File: config.mk
export PLATFORM = sky130hd
export DESIGN_NAME = spi_sclk_gen
export DESIGN_NICKNAME = d
export VERILOG_FILES = /design/src/rtl/sclk_pkg.sv /design/src/rtl/sclk_prescaler.sv /design/src/rtl/sclk_phase_timer.sv /design/src/rtl/sclk_edge_fsm.sv /design/src/rtl/spi_sclk_gen.sv
export SDC_FILE = /design/constraint.sdc
export NUM_CORES = 1
export LEC_CHECK = 0
export ABC_CLOCK_PERIOD_IN_PS = 10100
export BUFFER_PORTS_ARGS = -buffer_cell sky130_fd_sc_hd__clkbuf_2
export CORE_MARGIN = 5
export CORE_UTILIZATION = 30
export CTS_BUF_LIST = sky130_fd_sc_hd__clkbuf_8
export DETAILED_ROUTE_END_ITERATION = 16
export SLEW_MARGIN = 20
export SYNTH_ARGS = -nofsm -noshare
export SYNTH_HDL_FRONTEND = slang
export SYNTH_HIERARCHICAL = 1
export SYNTH_SLANG_ARGS = --single-unit
File: constraint.sdc
create_clock -name clk -period 10.1 [get_ports clk]
set_input_delay 2.02 -clock clk [delete_from_list [all_inputs] [get_ports clk]]
set_output_delay 2.02 -clock clk [all_outputs]
set_load 0.005 [all_outputs]
File: src/rtl/sclk_pkg.sv
package sclk_pkg;

    typedef enum logic [1:0] {
        ST_IDLE   = 2'd0,
        ST_ACTIVE = 2'd1,
        ST_REST   = 2'd2
    } sclk_state_e;

endpackage

File: src/rtl/sclk_prescaler.sv
// Power-of-two tick generator: one tick every 2^scale cycles while run is high.
module sclk_prescaler #(
    parameter int SCALE_W = 4
) (
    input  logic               clk,
    input  logic               rst_n,
    input  logic               run,
    input  logic [SCALE_W-1:0] scale,
    output logic               tick
);
    localparam int CW = (1 << SCALE_W) - 1;

    logic [CW-1:0] cnt;
    logic [CW-1:0] mask;

    // mask has its low `scale` bits set: terminal count of the divider
    for (genvar g = 0; g < CW; g++) begin : g_mask
        assign mask[g] = (scale > SCALE_W'(g));
    end

    assign tick = run && (cnt == mask);

    always_ff @(posedge clk or negedge rst_n) begin
        if (!rst_n) begin
            cnt <= '0;
        end else if (!run || tick) begin
            cnt <= '0;
        end else begin
            cnt <= cnt + CW'(1);
        end
    end
endmodule

File: src/rtl/sclk_phase_timer.sv
// Counts scaled ticks within one phase; length captured at load.
module sclk_phase_timer #(
    parameter int CNT_W = 8
) (
    input  logic             clk,
    input  logic             rst_n,
    input  logic             load,
    input  logic [CNT_W-1:0] load_len,
    input  logic             tick,
    output logic             done
);
    logic [CNT_W-1:0] cnt;
    logic [CNT_W-1:0] last_q;

    assign done = tick && (cnt == last_q);

    always_ff @(posedge clk or negedge rst_n) begin
        if (!rst_n) begin
            cnt    <= '0;
            last_q <= '0;
        end else if (load) begin
            cnt    <= '0;
            last_q <= load_len - CNT_W'(1);
        end else if (tick) begin
            cnt    <= cnt + CNT_W'(1);
        end
    end
endmodule

File: src/rtl/sclk_edge_fsm.sv
// Phase sequencer: idle / active level / rest level, with edge strobes.
module sclk_edge_fsm
    import sclk_pkg::*;
#(
    parameter int CNT_W = 8
) (
    input  logic             clk,
    input  logic             rst_n,
    input  logic             enable,
    input  logic             cpol,
    input  logic [CNT_W-1:0] hi_cnt,
    input  logic [CNT_W-1:0] lo_cnt,
    input  logic             phase_done,
    output logic             run,
    output logic             load,
    output logic [CNT_W-1:0] load_len,
    output logic             sclk,
    output logic             lead_pulse,
    output logic             trail_pulse
);
    sclk_state_e state, nxt;

    logic             duty_off;
    logic [CNT_W-1:0] active_len;
    logic [CNT_W-1:0] rest_len;

    // next-state logic
    always_comb begin
        nxt = state;
        unique case (state)
            ST_IDLE:   if (enable) nxt = ST_ACTIVE;
            ST_ACTIVE: begin
                if (!enable)        nxt = ST_IDLE;
                else if (phase_done) nxt = ST_REST;
            end
            ST_REST: begin
                if (!enable)        nxt = ST_IDLE;
                else if (phase_done) nxt = ST_ACTIVE;
            end
            default:   nxt = ST_IDLE;
        endcase
    end

    // phase length chosen for the phase being entered
    always_comb begin
        duty_off   = (hi_cnt == '0) || (lo_cnt == '0);
        active_len = cpol ? lo_cnt : hi_cnt;
        rest_len   = cpol ? hi_cnt : lo_cnt;
        if (duty_off)                load_len = CNT_W'(1);
        else if (nxt == ST_ACTIVE)   load_len = active_len;
        else                         load_len = rest_len;
    end

    assign run  = (state != ST_IDLE);
    assign load = (nxt != ST_IDLE) && (nxt != state);

    // state register
    always_ff @(posedge clk or negedge rst_n) begin
        if (!rst_n) state <= ST_IDLE;
        else        state <= nxt;
    end

    // registered outputs
    always_ff @(posedge clk or negedge rst_n) begin
        if (!rst_n) begin
            sclk        <= 1'b0;
            lead_pulse  <= 1'b0;
            trail_pulse <= 1'b0;
        end else begin
            sclk        <= cpol ^ (nxt == ST_ACTIVE);
            lead_pulse  <= (nxt == ST_ACTIVE) && (state != ST_ACTIVE);
            trail_pulse <= (state == ST_ACTIVE) && (nxt == ST_REST);
        end
    end
endmodule

File: src/rtl/spi_sclk_gen.sv
module spi_sclk_gen #(
    parameter int SCALE_W = 4,
    parameter int CNT_W   = 8
) (
    input  logic               clk,
    input  logic               rst_n,
    input  logic               enable,
    input  logic               cpol,
    input  logic [SCALE_W-1:0] scale,
    input  logic [CNT_W-1:0]   hi_cnt,
    input  logic [CNT_W-1:0]   lo_cnt,
    output logic               sclk,
    output logic               lead_pulse,
    output logic               trail_pulse
);
    logic             run;
    logic             tick;
    logic             load;
    logic             phase_done;
    logic [CNT_W-1:0] load_len;

    sclk_prescaler #(.SCALE_W(SCALE_W)) u_pre (
        .clk   (clk),
        .rst_n (rst_n),
        .run   (run),
        .scale (scale),
        .tick  (tick)
    );

    sclk_phase_timer #(.CNT_W(CNT_W)) u_timer (
        .clk      (clk),
        .rst_n    (rst_n),
        .load     (load),
        .load_len (load_len),
        .tick     (tick),
        .done     (phase_done)
    );

    sclk_edge_fsm #(.CNT_W(CNT_W)) u_fsm (
        .clk         (clk),
        .rst_n       (rst_n),
        .enable      (enable),
        .cpol        (cpol),
        .hi_cnt      (hi_cnt),
        .lo_cnt      (lo_cnt),
        .phase_done  (phase_done),
        .run         (run),
        .load        (load),
        .load_len    (load_len),
        .sclk        (sclk),
        .lead_pulse  (lead_pulse),
        .trail_pulse (trail_pulse)
    );
endmodule

==> run summary, run 1 <==
number of clock sinks -> 36
reg2reg start -> u_pre/cnt[7]
PwrDens -> 123 mW/mm^2
Area Growth Syn to Fin -> 11.7%
Max-Cap Viols -> 0
final hold vios -> 0
Worst Path Required -> 10320 ps
worst-case reg-to-reg path depth -> 16
fin crit share -> 0.689
vias in the first global route -> 2093
reg-to-reg endpoint -> u_timer/last_q[6]
first-pass GRT wire length -> 9750 um
Worst Tran Pin Value -> 909 ps
postcts setup bufs -> 0
Critical Path Fanout Max -> 18
share of layout cells above drive strength 1 -> 0.156
Cells after DPL -> 398
CP Capture Type -> flop
die height -> 100 um
DR vias/cell -> 5.26
setup slack, reg-to-reg -> 4560 ps
site row count -> 33
final worst setup slack -> 3140 ps
GRT Resource Usage Total -> 0.119
Synth Instances -> 280
most common cell after layout, fill and taps aside -> dfrtp_1
critical path launch point type -> input pin
# fillers -> 872
number of synthesis warnings -> 6
Worst-path clk slew -> 80 ps
Die ar. -> 0.0101 mm^2
Fmax -> 144 MHz
leading post-synthesis cells by cell area -> dfrtp_1 (37%), xnor2_1 (6.4%), a211oi_1 (4.9%), a21oi_1 (3.9%), nor2_1 (3.5%)
# setup viols final -> 0
I/O Pins -> 27
area leader, netlist -> dfrtp_1
ys async rst share -> 1.00
initial drt markers -> 104
core area -> 0.00809 mm^2
Post-synth EDFFs -> 0
TritonCTS clock tree -> done
dominant synthesized flop cell -> dfrtp_1
total CTS buffers -> 5
Inserted Diodes -> 0
hold depth -> 2
IR drop worst, VDD -> 0.0570 mV
status -> completed
gp weighted congestion -> 0.899
post-route insts no fill -> 406
GR Overflow Total -> 0
antenna viol nets, final -> 0
min-delay src -> u_timer/last_q[1]
cell area after synthesis -> 0.00245 mm^2
launch point of the worst path -> scale[2]
# nets final -> 327
largest net degree at the start of global routing -> 37
min Tclk post-route -> 6960 ps
root buffer cell -> clkbuf_8
Hold EP -> u_timer/last_q[1]
Clock Path Buffers -> 2
RSZ-0062 raised after global routing -> false
net count after synthesis -> 307
Hold Crit Class -> flop to flop
Initial Util -> 0.303
cts hold-fix bufs -> 0
Die W -> 100 um
post-CTS sizing -> 0
dpl hpwl -> 3970 um
# DRC -> 0
DR vias -> 2136
DRT Pass-1 Iters -> 5
Clk Latency, worst-skew pair -> 290 ps
Pleak -> 1.07 nW
Post-Route WL -> 5460 um
H-tree levels -> 2
critical path class -> input pin to flop
most frequent cells in the layout -> dfrtp_1 (36), clkbuf_2 (26), nor2_1 (23)
FF+latch count, synth -> 36
top cell type's share of synthesized area -> 0.367
Worst EP arrival -> 7180 ps
initial antenna violation count -> 0
WL/cell -> 13.5 um
Netlist cell types -> 50
syn_area_per_cell -> 8.76 um^2
Max Slew Vio Count -> 0
setup TNS -> 0 ps
pre-CTS setup slack -> 2870 ps
Post-Route Skew -> 6.73 ps
slew margin rel. -> 0.394
# port buffers -> 26
register area share after synthesis -> 0.367
-- worst max path at each step --
stage,to,slack (ps),depth (start not counted)
global placement,u_timer/last_q[6],2970,17
floorplan,u_timer/last_q[6],3770,20
global route,u_timer/last_q[6],2820,17
CTS,u_timer/last_q[6],3170,17
finish,u_timer/last_q[6],3140,17
detailed placement,u_timer/last_q[6],2870,17
-- cell type report --
| cell class | instances | area, um^2 | share of cell area |
|---|---|---|---|
| multi-input combinational | 222 | 1430 | 0.521 |
| sequential | 36 | 901 | 0.329 |
| timing repair buffer | 27 | 138 | 0.0502 |
| tap | 105 | 131 | 0.0479 |
| clock buffer | 5 | 68.8 | 0.0251 |
| clock inverter | 3 | 42.5 | 0.0155 |
| inverter | 8 | 30.0 | 0.0110 |
-- critical path, stage by stage --
cell      delay, ps
clkbuf_2        220
or3_1           390
nor3_1          210
o221ai_2        170
nor4_4          670
and3_1          440
nand2_1          90
nor3_1          400
mux2_4          380
or3_1           450
and3_4          230
a211o_1         300
inv_1            80
ha_1            170
or4b_4          470
or3_1           310
a31oi_1         160
-- Yosys cell counts (6+ instances only) --
| cell | n |
|---|---|
| nand3_1 | 16 |
| xnor2_1 | 18 |
| nor2_1 | 23 |
| o21ai_0 | 16 |
| nor3_1 | 9 |
| nand2_1 | 18 |
| inv_1 | 8 |
| nand4_1 | 6 |
| xor2_1 | 8 |
| dfrtp_1 | 36 |
| a211oi_1 | 16 |
| and3_1 | 6 |
| or3_1 | 7 |
| a21oi_1 | 19 |
-- cells by family (layout without fill, tap and decap cells) --
| kind of cell | Yosys count | after routing | share of synthesized area |
|---|---|---|---|
| simple gates | 111 | 111 | 0.246 |
| compound gates | 78 | 78 | 0.209 |
| flops | 36 | 36 | 0.367 |
| xor+xnor | 26 | 26 | 0.0929 |
| buf+inv | 22 | 43 | 0.0500 |
| mux | 4 | 4 | 0.0189 |
| fa+ha+maj | 3 | 3 | 0.0153 |
-- power by group --
| part | switching (mW) | leakage (nW) | internal, mW |
|---|---|---|---|
| Sequential | 0.00716 | 0.473 | 0.152 |
| Combinational | 0.0289 | 0.541 | 0.0222 |
| Clock | 0.0544 | 0.0541 | 0.0730 |
| Total | 0.0904 | 1.07 | 0.247 |
-- flip-flops by register name (all words and copies together) (netlist names) --
register           cells
u_fsm/lead_pulse       1
u_fsm/trail_pulse      1
u_timer/cnt            8
u_pre/cnt             15
u_fsm/state            2
u_fsm/sclk             1
u_timer/last_q         8
-- per-layer routing --
layer / up-vias / global-route usage / part of all wire / wire length (um)
li1: 1068 / - / - / -
met1: 999 / 0.151 / 0.47 / 2560
met2: 55 / 0.194 / 0.46 / 2530
met3: 14 / 0.0285 / 0.047 / 257
met4: 0 / 0.0487 / 0.021 / 117
met5: - / 0 / 0 / 0
-- through the flow --
| stage | utilization | power (mW) | cell area, um^2 | hold slack (ps) |
|---|---|---|---|---|
| 4_1_cts | 0.339 | 0.344 | 2740 | 559 |
| 3_3_place_gp | 0.325 | 0.213 | 2630 | 544 |
| 6_report | 0.339 | 0.337 | 2740 | 551 |
| 3_5_place_dp | 0.325 | 0.214 | 2630 | 543 |
| 2_1_floorplan | - | 0.198 | 2450 | 494 |
| 5_1_grt | 0.339 | 0.359 | 2740 | 581 |
No activity file was read; power rests on OpenSTA's default activity.
==> run 2, diff against run 1 <==
--- a/config.mk
+++ b/config.mk
@@ -5,7 +5,8 @@
 export SDC_FILE = /design/constraint.sdc
 export NUM_CORES = 1
 export LEC_CHECK = 0
-export ABC_CLOCK_PERIOD_IN_PS = 10100
+export ABC_AREA = 1
+export ABC_CLOCK_PERIOD_IN_PS = 6400
 export BUFFER_PORTS_ARGS = -buffer_cell sky130_fd_sc_hd__clkbuf_2
 export CORE_MARGIN = 5
 export CORE_UTILIZATION = 30
==> constraint.sdc (replaced) <==
create_clock -name clk -period 6.4 [get_ports clk]
set_input_delay 1.28 -clock clk [delete_from_list [all_inputs] [get_ports clk]]
set_output_delay 1.28 -clock clk [all_outputs]
set_load 0.005 [all_outputs]
==> run summary, run 2 <==
status -> completed
WL/cell -> 10.3 um (-23%)
Die W -> 106 um (+5.5%)
Post-Layout Inst Area -> 0.00303 mm^2 (+11%)
Post-synth EDFFs -> 0 (unchanged)
cts hold-fix bufs -> 0 (unchanged)
CP Capture Type -> flop
Worst EP arrival -> 4550 ps (-2630 ps)
total CTS buffers -> 5 (unchanged)
count leader, synth -> nand2_1
slew margin rel. -> 0.400 (+0.00624)
total power -> 0.518 mW (+53%)
GR Overflow Total -> 0 (unchanged)
Worst-path clk slew -> 70 ps (about the same)
Area Growth Syn to Fin -> 9.70%
Clk Latency, worst-skew pair -> 280 ps (about the same)
largest net degree at the start of global routing -> 37 (unchanged)
synth cell count leaders -> nand2_1 (149), nor2_1 (68), inv_1 (44), dfrtp_1 (36), nand3_1 (30)
DRT Pass-1 Iters -> 4 (-1)
max reg flops -> 15 (unchanged)
Max Slew Vio Count -> 0 (unchanged)
# fillers -> 998 (+14%)
Critical Path Fanout Max -> 11 (-7)
gp weighted congestion -> 0.840 (-6.6%)
Top delay family on crit path -> simple AND/OR/NAND/NOR gates
H-tree levels -> 2 (unchanged)
# port buffers -> 26 (unchanged)
Pleak -> 1.57 nW (+47%)
Die ar. -> 0.0112 mm^2 (+11%)
Multi-input gate area -> 0.00156 mm^2 (+9.3%)
site row count -> 35 (+6.1%)
DR vias -> 2520 (+18%)
Max-Cap Viols -> 0 (unchanged)
largest reg by FF count -> u_pre/cnt
Post-Route WL -> 5770 um (+5.5%)
number of synthesis warnings -> 6 (unchanged)
IR drop worst, VDD -> 0.0598 mV (+4.9%)
Slowest-stage cell, CP -> nor2_1
antenna viol nets, final -> 0 (unchanged)
min Tclk post-route -> 4380 ps
Post-DP Area -> 0.00293 mm^2 (+12%)
dpl hpwl -> 4560 um (+15%)
CP max stage delay -> 320 ps (-350 ps)
die height -> 106 um (+5.5%)
Seq. cell area -> 901 um^2 (unchanged)
Worst Path Required -> 6570 ps (-3750 ps)
postcts setup bufs -> 0 (unchanged)
worst path bufs/invs -> 4 (+2)
post-CTS sizing -> 0 (unchanged)
net count after synthesis -> 451 (+47%)
# DRC -> 0 (unchanged)
Clock Path Buffers -> 2 (unchanged)
I/O Pins -> 27 (unchanged)
vias in the first global route -> 2464 (+18%)
Hold Crit Class -> flop to flop
root buffer cell -> clkbuf_8
most frequent cells in the layout -> nand2_1 (149), nor2_1 (68), inv_1 (44)
# nets final -> 475 (+45%)
GRT Resource Usage Total -> 0.108 (-0.0106)
Synth Instances -> 424 (+51%)
setup TNS -> 0 ps (unchanged)
fin crit share -> 0.685
TritonCTS clock tree -> done
top cell type's share of synthesized area -> 0.326 (-0.0410)
PwrDens -> 171 mW/mm^2 (+39%)
Worst Tran Pin Value -> 900 ps (-9.37 ps)
syn_area_per_cell -> 6.51 um^2 (-26%)
Netlist cell types -> 33 (-34%)
Fmax -> 228 MHz
dominant synthesized flop cell -> dfrtp_1
Inserted Diodes -> 0 (unchanged)
most common cell after layout, fill and taps aside -> nand2_1
register area share after synthesis -> 0.326 (-0.0410)
RSZ-0062 raised after global routing -> false
Top Registers -> u_pre/cnt: 15 flops, u_timer/cnt: 8 flops, u_timer/last_q: 8 flops
final hold vios -> 0 (unchanged)
number of clock sinks -> 36 (unchanged)
leading post-synthesis cells by cell area -> dfrtp_1 (33%), nand2_1 (20%), nor2_1 (9.2%), inv_1 (6.0%), nand3_1 (5.4%)
core area -> 0.00911 mm^2 (+13%)
share of layout cells above drive strength 1 -> 0.145 (-0.0111)
critical path launch point type -> input pin
DR vias/cell -> 4.51 (-14%)
critical path class -> input pin to flop
Most common cell on crit path -> nand2_1
# setup viols final -> 0 (unchanged)
FF+latch count, synth -> 36 (unchanged)
Post-Route Skew -> 7.12 ps (+0.392 ps)
initial antenna violation count -> 0 (unchanged)
initial drt markers -> 69 (-34%)
Initial Util -> 0.303 (about the same)
first-pass GRT wire length -> 10300 um (+5.4%)
cell area after synthesis -> 0.00276 mm^2 (+13%)
ys async rst share -> 1.00 (unchanged)
area leader, netlist -> dfrtp_1
## run 2: cell types whose count changed after synthesis, sizes merged, moves of 5 or more
cell	before	now
xnor2	18	6
nand2	18	164
a21oi	20	10
or4	5	0
nor4	5	0
and3	8	0
xor2	8	16
nor3	9	3
nor2	23	74
inv	8	50
a211oi	17	1
or3	7	0
nand3	16	31
## run 2: final timing paths
path / startpoint / to / slack, ps / cells past startpoint
max in group asynchronous: rst_n / u_pre/cnt[14] / 4720 / 1
hold / removal: u_timer/last_q[6] / u_timer/last_q[6] / 500 / 2
setup / recovery: scale[0] / u_timer/last_q[6] / 2020 / 26
hold reg to reg: u_timer/last_q[6] / u_timer/last_q[6] / 500 / 2
min in group asynchronous: rst_n / u_pre/cnt[4] / 1120 / 1
setup reg to reg: u_pre/cnt[0] / u_timer/last_q[6] / 3040 / 23
## run 2: layout make-up
type | count | share of cell area
multi-input cells | 328 | 0.516
flip-flops and latches | 36 | 0.298
inverters | 51 | 0.0661
well taps | 111 | 0.0459
repair buffers | 26 | 0.0430
clock buffers | 7 | 0.0318
## run 2: routing by layer
metal | vias to the layer above | share of wire | track usage
met3 | 7 | 0.029 | 0.0164
li1 | 1337 | - | -
met5 | - | 0 | 0
met1 | 1138 | 0.46 | 0.129
met4 | 0 | 0.016 | 0.0444
met2 | 38 | 0.49 | 0.194
## run 2: kinds of logic (layout without fill, tap and decap cells)
family | Yosys count | in the layout | synth area share
AOI/OAI and AO/OA | 26 | 26 | 0.0499
and+or+nand+nor | 277 | 277 | 0.432
buffers and inverters | 60 | 84 | 0.108
DFF | 36 | 36 | 0.326
adders and majority gates | 3 | 3 | 0.0136
xor gates and xnor gates | 22 | 22 | 0.0698
## run 2: worst min-delay path, delay by kind of cell (launching register included)
kind | cells | cell delay (ps)
AND/OR/NAND/NOR | 2 | 110
flip-flops | 1 | 360
## run 2: report_power, final
group	internal, mW	switching (mW)
sequential	0.239	0.00790
combinational	0.0364	0.0659
clock	0.0958	0.0725
total	0.371	0.146
## run 2: through the flow
stage               instances  hold slack (ps)  worst slack, ps  utilization
floorplan                 424              450             2400            -
global placement          552              490             1790        0.322
detailed placement        552              496             1710        0.322
CTS                       559              514             2000        0.332
global route              559              540             1430        0.332
finish                    559              505             2020        0.332
